<file path="config.mk">
export PLATFORM = sky130hd
export DESIGN_NAME = ecc_fi_mem
export DESIGN_NICKNAME = d
export VERILOG_FILES = /design/src/rtl/ecc_fi_pkg.sv /design/src/rtl/ecc_fi_enc.sv /design/src/rtl/ecc_fi_dec.sv /design/src/rtl/ecc_fi_store.sv /design/src/rtl/ecc_fi_mem.sv
export SDC_FILE = /design/constraint.sdc
export NUM_CORES = 2
export LEC_CHECK = 0
export BUFFER_PORTS_ARGS = -buffer_cell sky130_fd_sc_hd__buf_2
export CAP_MARGIN = 20
export CORE_MARGIN = 2
export CORE_UTILIZATION = 35
export DETAILED_ROUTE_END_ITERATION = 16
export SLEW_MARGIN = 20
export SYNTH_ARGS = -nofsm -noshare
export SYNTH_HDL_FRONTEND = slang
export SYNTH_HIERARCHICAL = 1
export SYNTH_SLANG_ARGS = --single-unit
</file>
<file path="constraint.sdc">
create_clock -name clk -period 11.7 [get_ports clk]
set_input_delay 0.585 -clock clk [delete_from_list [all_inputs] [get_ports clk]]
set_output_delay 0.585 -clock clk [all_outputs]
set_load 0.01 [all_outputs]
</file>
<file path="src/rtl/ecc_fi_pkg.sv">
package ecc_fi_pkg;

   // number of Hamming check bits needed to cover dw data bits
   function automatic int ham_bits(input int dw);
      int p;
      p = 0;
      while ((1 << p) < dw + p + 1) p++;
      return p;
   endfunction

   function automatic bit is_pow2(input int v);
      return (v != 0) && ((v & (v - 1)) == 0);
   endfunction

endpackage

</file>
<file path="src/rtl/ecc_fi_enc.sv">
module ecc_fi_enc #(
   parameter int DATA_W = 32,
   parameter int HAM_W  = ecc_fi_pkg::ham_bits(DATA_W),
   parameter int CHK_W  = HAM_W + 1
) (
   input  logic [DATA_W-1:0] data,
   output logic [CHK_W-1:0]  chk
);
   localparam int CW_N = DATA_W + HAM_W;

   logic [HAM_W-1:0] ham;

   always_comb begin
      int di;
      di  = 0;
      ham = '0;
      for (int pos = 1; pos <= CW_N; pos++) begin
         if (!ecc_fi_pkg::is_pow2(pos)) begin
            if (data[di]) ham = ham ^ HAM_W'(pos);
            di++;
         end
      end
   end

   assign chk = {(^data) ^ (^ham), ham};
endmodule

</file>
<file path="src/rtl/ecc_fi_dec.sv">
module ecc_fi_dec #(
   parameter int DATA_W = 32,
   parameter int HAM_W  = ecc_fi_pkg::ham_bits(DATA_W),
   parameter int CHK_W  = HAM_W + 1
) (
   input  logic [DATA_W-1:0] data,
   input  logic [CHK_W-1:0]  chk,
   output logic [DATA_W-1:0] cdata,
   output logic              ce,
   output logic              ue
);
   localparam int CW_N = DATA_W + HAM_W;

   logic [CHK_W-1:0] recalc;
   logic [HAM_W-1:0] syn;
   logic             par;

   ecc_fi_enc #(.DATA_W(DATA_W), .HAM_W(HAM_W), .CHK_W(CHK_W)) u_renc (
      .data (data),
      .chk  (recalc)
   );

   assign syn = recalc[HAM_W-1:0] ^ chk[HAM_W-1:0];
   assign par = (^data) ^ (^chk);

   always_comb begin
      int di;
      di    = 0;
      cdata = data;
      ce    = 1'b0;
      ue    = 1'b0;
      if (par) begin
         if (int'(syn) > CW_N) begin
            ue = 1'b1;
         end else begin
            ce = 1'b1;
            for (int pos = 1; pos <= CW_N; pos++) begin
               if (!ecc_fi_pkg::is_pow2(pos)) begin
                  if (int'(syn) == pos) cdata[di] = ~cdata[di];
                  di++;
               end
            end
         end
      end else if (syn != '0) begin
         ue = 1'b1;
      end
   end
endmodule

</file>
<file path="src/rtl/ecc_fi_store.sv">
module ecc_fi_store #(
   parameter int WORD_W = 39,
   parameter int DEPTH  = 64,
   parameter int ADDR_W = $clog2(DEPTH)
) (
   input  logic              clk,
   input  logic              we,
   input  logic [ADDR_W-1:0] waddr,
   input  logic [WORD_W-1:0] wword,
   input  logic [ADDR_W-1:0] raddr,
   output logic [WORD_W-1:0] rword
);
   logic [WORD_W-1:0] cells [DEPTH];

   always_ff @(posedge clk) begin
      if (we) cells[waddr] <= wword;
   end

   assign rword = cells[raddr];
endmodule

</file>
<file path="src/rtl/ecc_fi_mem.sv">
module ecc_fi_mem #(
   parameter int DATA_W = 32,
   parameter int DEPTH  = 64,
   parameter int ADDR_W = $clog2(DEPTH),
   parameter int HAM_W  = ecc_fi_pkg::ham_bits(DATA_W),
   parameter int CHK_W  = HAM_W + 1,
   parameter int BE_W   = DATA_W / 8
) (
   input  logic              clk,
   input  logic              rst_n,
   input  logic              ecc_on,
   input  logic              inj_data_we,
   input  logic [DATA_W-1:0] inj_data_in,
   input  logic              inj_chk_we,
   input  logic [CHK_W-1:0]  inj_chk_in,
   input  logic              req_valid,
   input  logic              req_write,
   input  logic [ADDR_W-1:0] req_addr,
   input  logic [BE_W-1:0]   req_be,
   input  logic [DATA_W-1:0] req_wdata,
   output logic              rd_valid,
   output logic [DATA_W-1:0] rd_data,
   output logic              err_ce,
   output logic              err_ue,
   output logic [ADDR_W-1:0] err_addr,
   output logic [DATA_W-1:0] err_data,
   output logic [CHK_W-1:0]  err_chk
);
   localparam int WORD_W = DATA_W + CHK_W;

   if (DATA_W < 8 || (DATA_W % 8) != 0) begin : g_bad_width
      $error("DATA_W must be a positive multiple of 8");
   end
   if (DEPTH < 2 || (1 << ADDR_W) < DEPTH) begin : g_bad_depth
      $error("DEPTH must be at least 2 and fit in ADDR_W");
   end
   if (BE_W * 8 != DATA_W) begin : g_bad_be
      $error("BE_W must equal DATA_W / 8");
   end

   logic [DATA_W-1:0] dmask_q;
   logic [CHK_W-1:0]  cmask_q;

   logic [WORD_W-1:0] raw_word;
   logic [DATA_W-1:0] raw_d, fix_d, merge_src, merged;
   logic [CHK_W-1:0]  raw_c, new_c;
   logic              dec_ce, dec_ue;
   logic              is_full, checked, commit;

   ecc_fi_store #(.WORD_W(WORD_W), .DEPTH(DEPTH), .ADDR_W(ADDR_W)) u_store (
      .clk   (clk),
      .we    (commit),
      .waddr (req_addr),
      .wword ({new_c ^ cmask_q, merged ^ dmask_q}),
      .raddr (req_addr),
      .rword (raw_word)
   );

   assign raw_d = raw_word[DATA_W-1:0];
   assign raw_c = raw_word[WORD_W-1:DATA_W];

   ecc_fi_dec #(.DATA_W(DATA_W), .HAM_W(HAM_W), .CHK_W(CHK_W)) u_dec (
      .data  (raw_d),
      .chk   (raw_c),
      .cdata (fix_d),
      .ce    (dec_ce),
      .ue    (dec_ue)
   );

   assign is_full   = &req_be;
   assign checked   = req_valid && ecc_on && (!req_write || !is_full);
   assign merge_src = ecc_on ? fix_d : raw_d;
   assign commit    = req_valid && req_write && !(checked && dec_ue);

   for (genvar b = 0; b < BE_W; b++) begin : g_lane
      assign merged[b*8 +: 8] = req_be[b] ? req_wdata[b*8 +: 8] : merge_src[b*8 +: 8];
   end

   ecc_fi_enc #(.DATA_W(DATA_W), .HAM_W(HAM_W), .CHK_W(CHK_W)) u_wenc (
      .data (merged),
      .chk  (new_c)
   );

   always_ff @(posedge clk or negedge rst_n) begin
      if (!rst_n) begin
         dmask_q  <= '0;
         cmask_q  <= '0;
         rd_valid <= 1'b0;
         rd_data  <= '0;
         err_ce   <= 1'b0;
         err_ue   <= 1'b0;
         err_addr <= '0;
         err_data <= '0;
         err_chk  <= '0;
      end else begin
         if (commit) begin
            dmask_q <= '0;
            cmask_q <= '0;
         end
         if (inj_data_we) dmask_q <= inj_data_in;
         if (inj_chk_we)  cmask_q <= inj_chk_in;

         rd_valid <= req_valid && !req_write;
         if (req_valid && !req_write) rd_data <= ecc_on ? fix_d : raw_d;

         err_ce <= checked && dec_ce;
         err_ue <= checked && dec_ue;
         if (checked && (dec_ce || dec_ue)) begin
            err_addr <= req_addr;
            err_data <= raw_d;
            err_chk  <= raw_c;
         end
      end
   end

   // a word is never both correctable and uncorrectable
   a_r7_ce_ue_excl: assert property (@(posedge clk) disable iff (!rst_n)
      err_ce |-> !err_ue);

   a_r2_read_valid: assert property (@(posedge clk) disable iff (!rst_n)
      (req_valid && !req_write) |=> rd_valid);

   a_r2_idle_quiet: assert property (@(posedge clk) disable iff (!rst_n)
      !req_valid |=> (!rd_valid && !err_ce && !err_ue));

   a_r11_off_quiet: assert property (@(posedge clk) disable iff (!rst_n)
      (req_valid && !ecc_on) |=> (!err_ce && !err_ue));

   a_r10_full_quiet: assert property (@(posedge clk) disable iff (!rst_n)
      (req_valid && req_write && (&req_be)) |=> (!err_ce && !err_ue));

   a_r5_mask_clear: assert property (@(posedge clk) disable iff (!rst_n)
      (req_valid && req_write && (&req_be) && !inj_data_we && !inj_chk_we)
      |=> (dmask_q == '0 && cmask_q == '0));

   a_r9_ue_keeps_masks: assert property (@(posedge clk) disable iff (!rst_n)
      (err_ue && !$past(req_write && (&req_be)) && !$past(inj_data_we))
      |-> $stable(dmask_q));
endmodule

</file>
* Yosys cells after proc, flatten, opt, wreduce, memory -nomap -nowiden
Memories as Yosys holds them, arrays and structs flattened.
Cells that the tools add are included.
** Cells by class
- Add/subtract/negate cells :: 30
- $lt $le $gt $ge :: 63
- Equal/unequal tests :: 32
- Mux-type cells :: 424
- Bitwise operators :: 99
- Reduce and logical (&&, ||, !) cells :: 52
** Operators by type and width (number)
- $mux 32 :: 158
- $bwmux 32 :: 31
- $ge 32x1->1 const B :: 31
- $lt 32x7->1 const B :: 31
- $add 32x2->32 const B :: 30
- $bmux 1 s5 :: 31
- $demux 1 s5 :: 31
- $mux 5 :: 30
- $eq 6x6->1 const B :: 21
- $mux 1 :: 103
- $not 3->3 :: 26
- $mux 6 :: 12
- $reduce_xor 32->1 :: 2
- $mux 4 :: 14
- $not 2->2 :: 24
- $eq 6x5->1 const B :: 7
- $not 4->4 :: 10
- $logic_and 1x1->1 :: 39
- $mux 8 :: 4
- $not 1->1 :: 32
- $xor 32x32->32 :: 1
- $eq 6x4->1 const B :: 3
- $mux 3 :: 6
- $mux 7 :: 2
- 14 further kinds :: 21
** Storage, ports and cells
- Register bits after elaboration :: 119
- RAM bits :: 2496
- Input port bits :: 88
- Output and inout bits :: 80
- Logic and storage cells :: 710
- Memories :: 1
** Memories
- u_store.cells :: depth 64, bits a word 39, rd ports 1, clocked after Yosys merged registers in 0, wr ports 1, line ecc_fi_store.sv:13 : logic [WORD_W-1:0] cells [DEPTH];

* Logic depth before layout (Yosys ltp)
An unclocked memory read counts as a cell.
- Depth after elaboration :: 385
- Mapped depth :: 28
- Gate-level depth less buffers :: 24

* Cells and area by module
The synthesis kept the hierarchy.
** By module, submodules not included
- ecc_fi_store :: times used 1, cells each 4038, area an instance 94633.3 µm², seq. area each 74951.9 µm²
- ecc_fi_mem :: times used 1, cells each 487, area an instance 5705.5 µm², seq. area each 2977.9 µm²
- ecc_fi_dec :: times used 1, cells each 242, area an instance 1704.1 µm², seq. area each 0.0 µm²
- ecc_fi_enc :: times used 2, cells each 57, area an instance 606.8 µm², seq. area each 0.0 µm²

* Worst setup path after synthesis
No wires, ideal clock.
- Kind :: input to register
- Start :: input port req_addr[0]
- End :: memory u_store.cells[0][38] (data pin)
- Arrival time :: 8.182 ns
- Path slack :: 2.983 ns
- Stages on the path :: 25
- Buffers on the path :: 4
- Path through :: buf_2 > buf_6 > buf_6 > buf_2 > mux4_2 > a221oi_1 > a221oi_2 > xnor2_1 > xnor2_1 > xnor3_1 > xor2_1 > xnor2_1 > nor4_1 > nand2_1 > nor2_1 > mux2i_1 > xnor2_1 > mux2_2 > mux2_2 > xnor2_1 > xnor2_2 > xnor3_1 > xnor2_2 > xnor3_1 > xor2_1
** On the way
- Elaborated cells between the ends (all ways) :: 425
- Classes of those cells :: 1 x order compare; 32 x eq/ne; 289 x mux; 98 x bitwise; 4 x reduce/logical; 1 x memory
** RTL lines
- start, declared :: line ecc_fi_mem.sv:18 : input logic [ADDR_W-1:0] req_addr,
- $mem_v2 64x39 (*)
- net raw_word[23] :: line ecc_fi_mem.sv:44 : logic [WORD_W-1:0] raw_word;
- $mux 5 (*) :: line ecc_fi_enc.sv:19 : if (data[di]) ham = ham ^ HAM_W'(pos);
- $not 4->4 (no line)
- $mux 5 (*) :: line ecc_fi_enc.sv:19
- $not 5->5 (no line)
- $mux 5 (*) :: line ecc_fi_enc.sv:19
- $mux 6 (*) (3 in series) :: line ecc_fi_enc.sv:19
- [6 not listed]
- net u_dec.recalc[2] :: line ecc_fi_dec.sv:14 : logic [CHK_W-1:0] recalc;
- [253 not listed]
- net fix_d[9] :: line ecc_fi_mem.sv:45 : logic [DATA_W-1:0] raw_d, fix_d, merge_src, merged;
- [2 not listed]
- net merged[9] :: line ecc_fi_mem.sv:45
- [30 not listed]
- $mux 6 (*) (3 in series) :: line ecc_fi_enc.sv:19
- $not 3->3 (no line)
- $mux 6 (*) :: line ecc_fi_enc.sv:19
- net new_c[1] :: line ecc_fi_mem.sv:46 : logic [CHK_W-1:0] raw_c, new_c;
- $reduce_xor 6->1 (*) :: line ecc_fi_enc.sv:25 : assign chk = {(^data) ^ (^ham), ham};
- $xor 1x1->1 (*) :: line ecc_fi_enc.sv:25
- net new_c[6] :: line ecc_fi_mem.sv:46
- $xor 7x7->7 (*) :: line ecc_fi_mem.sv:54 : .wword ({new_c ^ cmask_q, merged ^ dmask_q}),
- end, declared :: line ecc_fi_store.sv:13
The timed path passes the listed nets; every way through them passes the cells marked *. The select of a mux whose other input is x is not followed.

* Worst setup path after layout
- Start :: input port req_addr[3]
- End :: memory u_store.cells[54][35] (data pin)
** On the way
- Elaborated cells between the ends (all ways) :: 401
- Classes of those cells :: 1 x order compare; 32 x eq/ne; 285 x mux; 80 x bitwise; 2 x reduce/logical; 1 x memory
** RTL lines (line)
- $mem_v2 64x39 (*)
- net raw_word[22] :: ecc_fi_mem.sv:44
- $mux 5 (*) :: ecc_fi_enc.sv:19
- $not 4->4 (no line)
- $mux 5 (*) :: ecc_fi_enc.sv:19
- $not 4->4 (no line)
- $mux 5 (*) :: ecc_fi_enc.sv:19
- $not 5->5 (no line)
- [10 not listed]
- net u_dec.recalc[2] :: ecc_fi_dec.sv:14
- [253 not listed]
- net fix_d[9] :: ecc_fi_mem.sv:45
- [2 not listed]
- net merged[9] :: ecc_fi_mem.sv:45
- [21 not listed]
- $mux 5 (*) :: ecc_fi_enc.sv:19
- $not 4->4 (no line)
- $mux 5 (*) :: ecc_fi_enc.sv:19
- $not 5->5 (no line)
- $mux 5 (*) :: ecc_fi_enc.sv:19
- $mux 6 (*) (6 in series) :: ecc_fi_enc.sv:19
- net new_c[3] :: ecc_fi_mem.sv:46
- $xor 7x7->7 (*) :: ecc_fi_mem.sv:54
Marks and branches as above.

==> flow_results.xml <==
<?xml version="1.0" encoding="UTF-8"?>
<metrics>
  <group name="global_route">
    <metric name="globalRouteTotalUtil" unit="%">18.6</metric>
    <metric name="global_route_wire_length_before_repair" unit="um">400000</metric>
    <metric name="global_route.peak_usage_layer" unit="">met2</metric>
    <metric name="first_global_vias" unit="">53155</metric>
    <metric name="grtUsageMet2" unit="%">30.2</metric>
    <metric name="global_route.usage.met3" unit="%">3.21</metric>
    <metric name="grt-ovfl-total" unit="">0</metric>
    <metric name="antenna_found_initial" unit="">10</metric>
    <metric name="grt_max_degree" unit="">95</metric>
    <metric name="grt_util_met1" unit="%">26.0</metric>
  </group>
  <group name="min_path">
    <metric name="hold_end" unit="">cmask_q[5]$_DFFE_PN0P_</metric>
    <metric name="number_of_cells_on_the_worst_hold_path" unit="">3</metric>
    <metric name="hold_path_startpoint" unit="">inj_chk_we</metric>
    <metric name="hold_path.class" unit="">input pin to flop</metric>
  </group>
  <group name="finish">
    <metric name="final-instance-count-excl-fill" unit="">9432</metric>
    <metric name="layout.cells.most_common" unit="">edfxtp_1</metric>
    <metric name="post_route_cells_drive_above_1_share" unit="%">29.8</metric>
    <metric name="finish.net_count" unit="">5416</metric>
    <metric name="layout_common_cells" unit="">2496 x edfxtp_1, 624 x mux4_2, 284 x clkbuf_16</metric>
    <metric name="areaGrowthSynthToFinish" unit="%">15.8</metric>
  </group>
  <group name="timing">
    <metric name="finalHoldViolCount" unit="">0</metric>
    <metric name="worst-slew-pin-transition" unit="ns">1.18</metric>
    <metric name="setup_viol_count_final" unit="">0</metric>
    <metric name="clock.fmax" unit="MHz">110</metric>
    <metric name="report.final.slew_viol_count" unit="">0</metric>
    <metric name="maxSlewHeadroom" unit="%">21.1</metric>
    <metric name="final_cycle_share" unit="%">77.8</metric>
    <metric name="setup_tns" unit="ns">0</metric>
    <metric name="finalCriticalPeriod" unit="ns">9.10</metric>
    <metric name="rsz0062_at_grt" unit="">no</metric>
    <metric name="maximum_clock_skew_at_final_layout" unit="ns">0.0538</metric>
  </group>
  <group name="detailed_routing">
    <metric name="via_count" unit="">52351</metric>
    <metric name="drt_iter0_markers" unit="">6664</metric>
    <metric name="route.antenna.remaining_nets" unit="">0</metric>
    <metric name="drt-pass1-iter-count" unit="">6</metric>
    <metric name="route.final.wire_length" unit="um">282000</metric>
    <metric name="routedWlPerCell" unit="um">29.9</metric>
    <metric name="post-route-drc-count" unit="">0</metric>
    <metric name="drt-vias-per-instance" unit="">5.55</metric>
  </group>
  <group name="critical_path">
    <metric name="critical-path-max-stage-delay" unit="ns">0.93</metric>
    <metric name="setup.worst_path.end_class" unit="">flop</metric>
    <metric name="timing.reg2reg.worst_path_depth" unit="">23</metric>
    <metric name="reg2reg_slack" unit="ns">3.20</metric>
    <metric name="path_max_fanout" unit="">41</metric>
    <metric name="reg2reg_to" unit="">u_store/cells[54][35]$_DFFE_PP_</metric>
    <metric name="crit_path_start_kind" unit="">input pin</metric>
    <metric name="crit_arrival" unit="ns">9.74</metric>
    <metric name="critical-path-slowest-cell" unit="">a221oi_2</metric>
    <metric name="worst_path_most_repeated_cell" unit="">xnor2_1</metric>
    <metric name="worst-setup-path-type" unit="">input pin to flop</metric>
    <metric name="cp.required" unit="ns">12.34</metric>
    <metric name="timing.rr.start" unit="">u_store/cells[39][20]$_DFFE_PP_</metric>
  </group>
  <group name="placed_design">
    <metric name="port_buffers" unit="">167</metric>
    <metric name="routability_congestion" unit="">0.836</metric>
    <metric name="post-place-cells" unit="">8923</metric>
    <metric name="dpl.hpwl" unit="um">162000</metric>
  </group>
  <group name="synth">
    <metric name="yosys_warnings" unit="">6</metric>
    <metric name="mean_area_per_synthesized_cell" unit="um2">21.2</metric>
    <metric name="post_synth_inst_count" unit="">4879</metric>
    <metric name="synth.net_count" unit="">4967</metric>
    <metric name="area_of_the_mapped_netlist" unit="um2">103000</metric>
  </group>
  <group name="clocking">
    <metric name="cts-htree-levels" unit="">5</metric>
    <metric name="root_buffer" unit="">clkbuf_16</metric>
    <metric name="cts_tree" unit="">built</metric>
    <metric name="post-cts-setup-buffers" unit="">0</metric>
    <metric name="clk_latency" unit="ns">0.94</metric>
    <metric name="clock_sink_count" unit="">2615</metric>
    <metric name="clk_slew_on_worst_s_h_paths" unit="ns">0.06</metric>
    <metric name="cts_buf_count" unit="">278</metric>
    <metric name="ctsLongestPathBuffers" unit="">4</metric>
  </group>
  <group name="floorplanning">
    <metric name="rows" unit="">199</metric>
    <metric name="floorplan.initialDensity" unit="%">35.2</metric>
    <metric name="area_of_the_core" unit="um2">294000</metric>
    <metric name="top_level_ports" unit="">168</metric>
    <metric name="die_boundary_width" unit="um">547</metric>
    <metric name="dieArea" unit="um2">299000</metric>
    <metric name="die_y" unit="um">547</metric>
  </group>
  <group name="status">
    <metric name="status" unit="">completed</metric>
  </group>
  <group name="power">
    <metric name="leakagePower" unit="nW">37.9</metric>
    <metric name="cellPowerDensity" unit="nW/um2">256</metric>
    <metric name="power.ir.vdd_worst" unit="V">0.000993</metric>
  </group>
  <group name="run">
    <metric name="drv_cap" unit="">0</metric>
  </group>
</metrics>
## critical path: cells and delay by family
kind,cells,cell delay [ns]
buffers and inverters,3,1.42
AND/OR/NAND/NOR,5,1.99
AO/OA/AOI/OAI,3,1.27
multiplexers,3,0.74
XOR/XNOR,11,3.59
## through the flow
stage	hold slack [ns]	total power, mW	util, %	worst slack (ns)	cell area, um2
2_1_floorplan	0.289	18.4	-	3.03	103000
3_3_place_gp	0.463	22.2	37.7	1.65	111000
3_5_place_dp	0.466	22.5	37.7	1.67	111000
4_1_cts	0.0287	30.7	40.7	2.62	119000
5_1_grt	0.101	31.6	40.7	2.02	120000
6_report	0.0896	30.6	40.7	2.60	120000
## where the power goes
part / leakage (nW) / switching, mW / internal, mW
logic: 9.97 / 5.93 / 1.95
registers: 23.9 / 0.211 / 14.3
clock network: 4.06 / 3.49 / 4.75
## cell type report
class	count	area, um2
antenna	2	5.00
clock buffer	343	7370
multi-input combinational	1995	25000
fill	25631	174000
inverter	5	18.8
sequential	2615	77900
timing repair buffer	433	3340
clock inverter	120	927
tap	3919	4900
## flip-flops by register name, summed over array words and instances, names as in the netlist, 6 cells and up
| register | flops |
|---|---|
| u_store/cells | 2496 |
| dmask_q | 32 |
| err_data | 32 |
| rd_data | 32 |
| cmask_q | 7 |
| err_chk | 7 |
| err_addr | 6 |
## how the worst max path moves through the flow
stage,startpoint,to,slack [ns],depth (start not counted)
2_1_floorplan,req_addr[0],u_store/cells[0][38]$_DFFE_PP_,3.03,25
3_3_place_gp,req_addr[0],u_store/cells[48][38]$_DFFE_PP_,1.65,27
6_report,req_addr[3],u_store/cells[54][35]$_DFFE_PP_,2.60,25
4_1_cts,req_addr[0],u_store/cells[55][38]$_DFFE_PP_,2.62,26
5_1_grt,req_addr[0],u_store/cells[52][35]$_DFFE_PP_,2.02,26
3_5_place_dp,req_addr[0],u_store/cells[32][35]$_DFFE_PP_,1.67,25
## timing repair
item,CTS,global route
hold endpoints to repair,100,0
hold buffers,41,0
resized for setup,0,0
## layer usage
| metal | vias up | wire [um] |
|---|---|---|
| met2 | 2401 | 137000 |
| met1 | 28463 | 117000 |
| met5 | - | 25 |
| li1 | 21085 | - |
| met3 | 398 | 22200 |
| met4 | 4 | 6630 |
No activity file was read; power rests on OpenSTA's default activity.
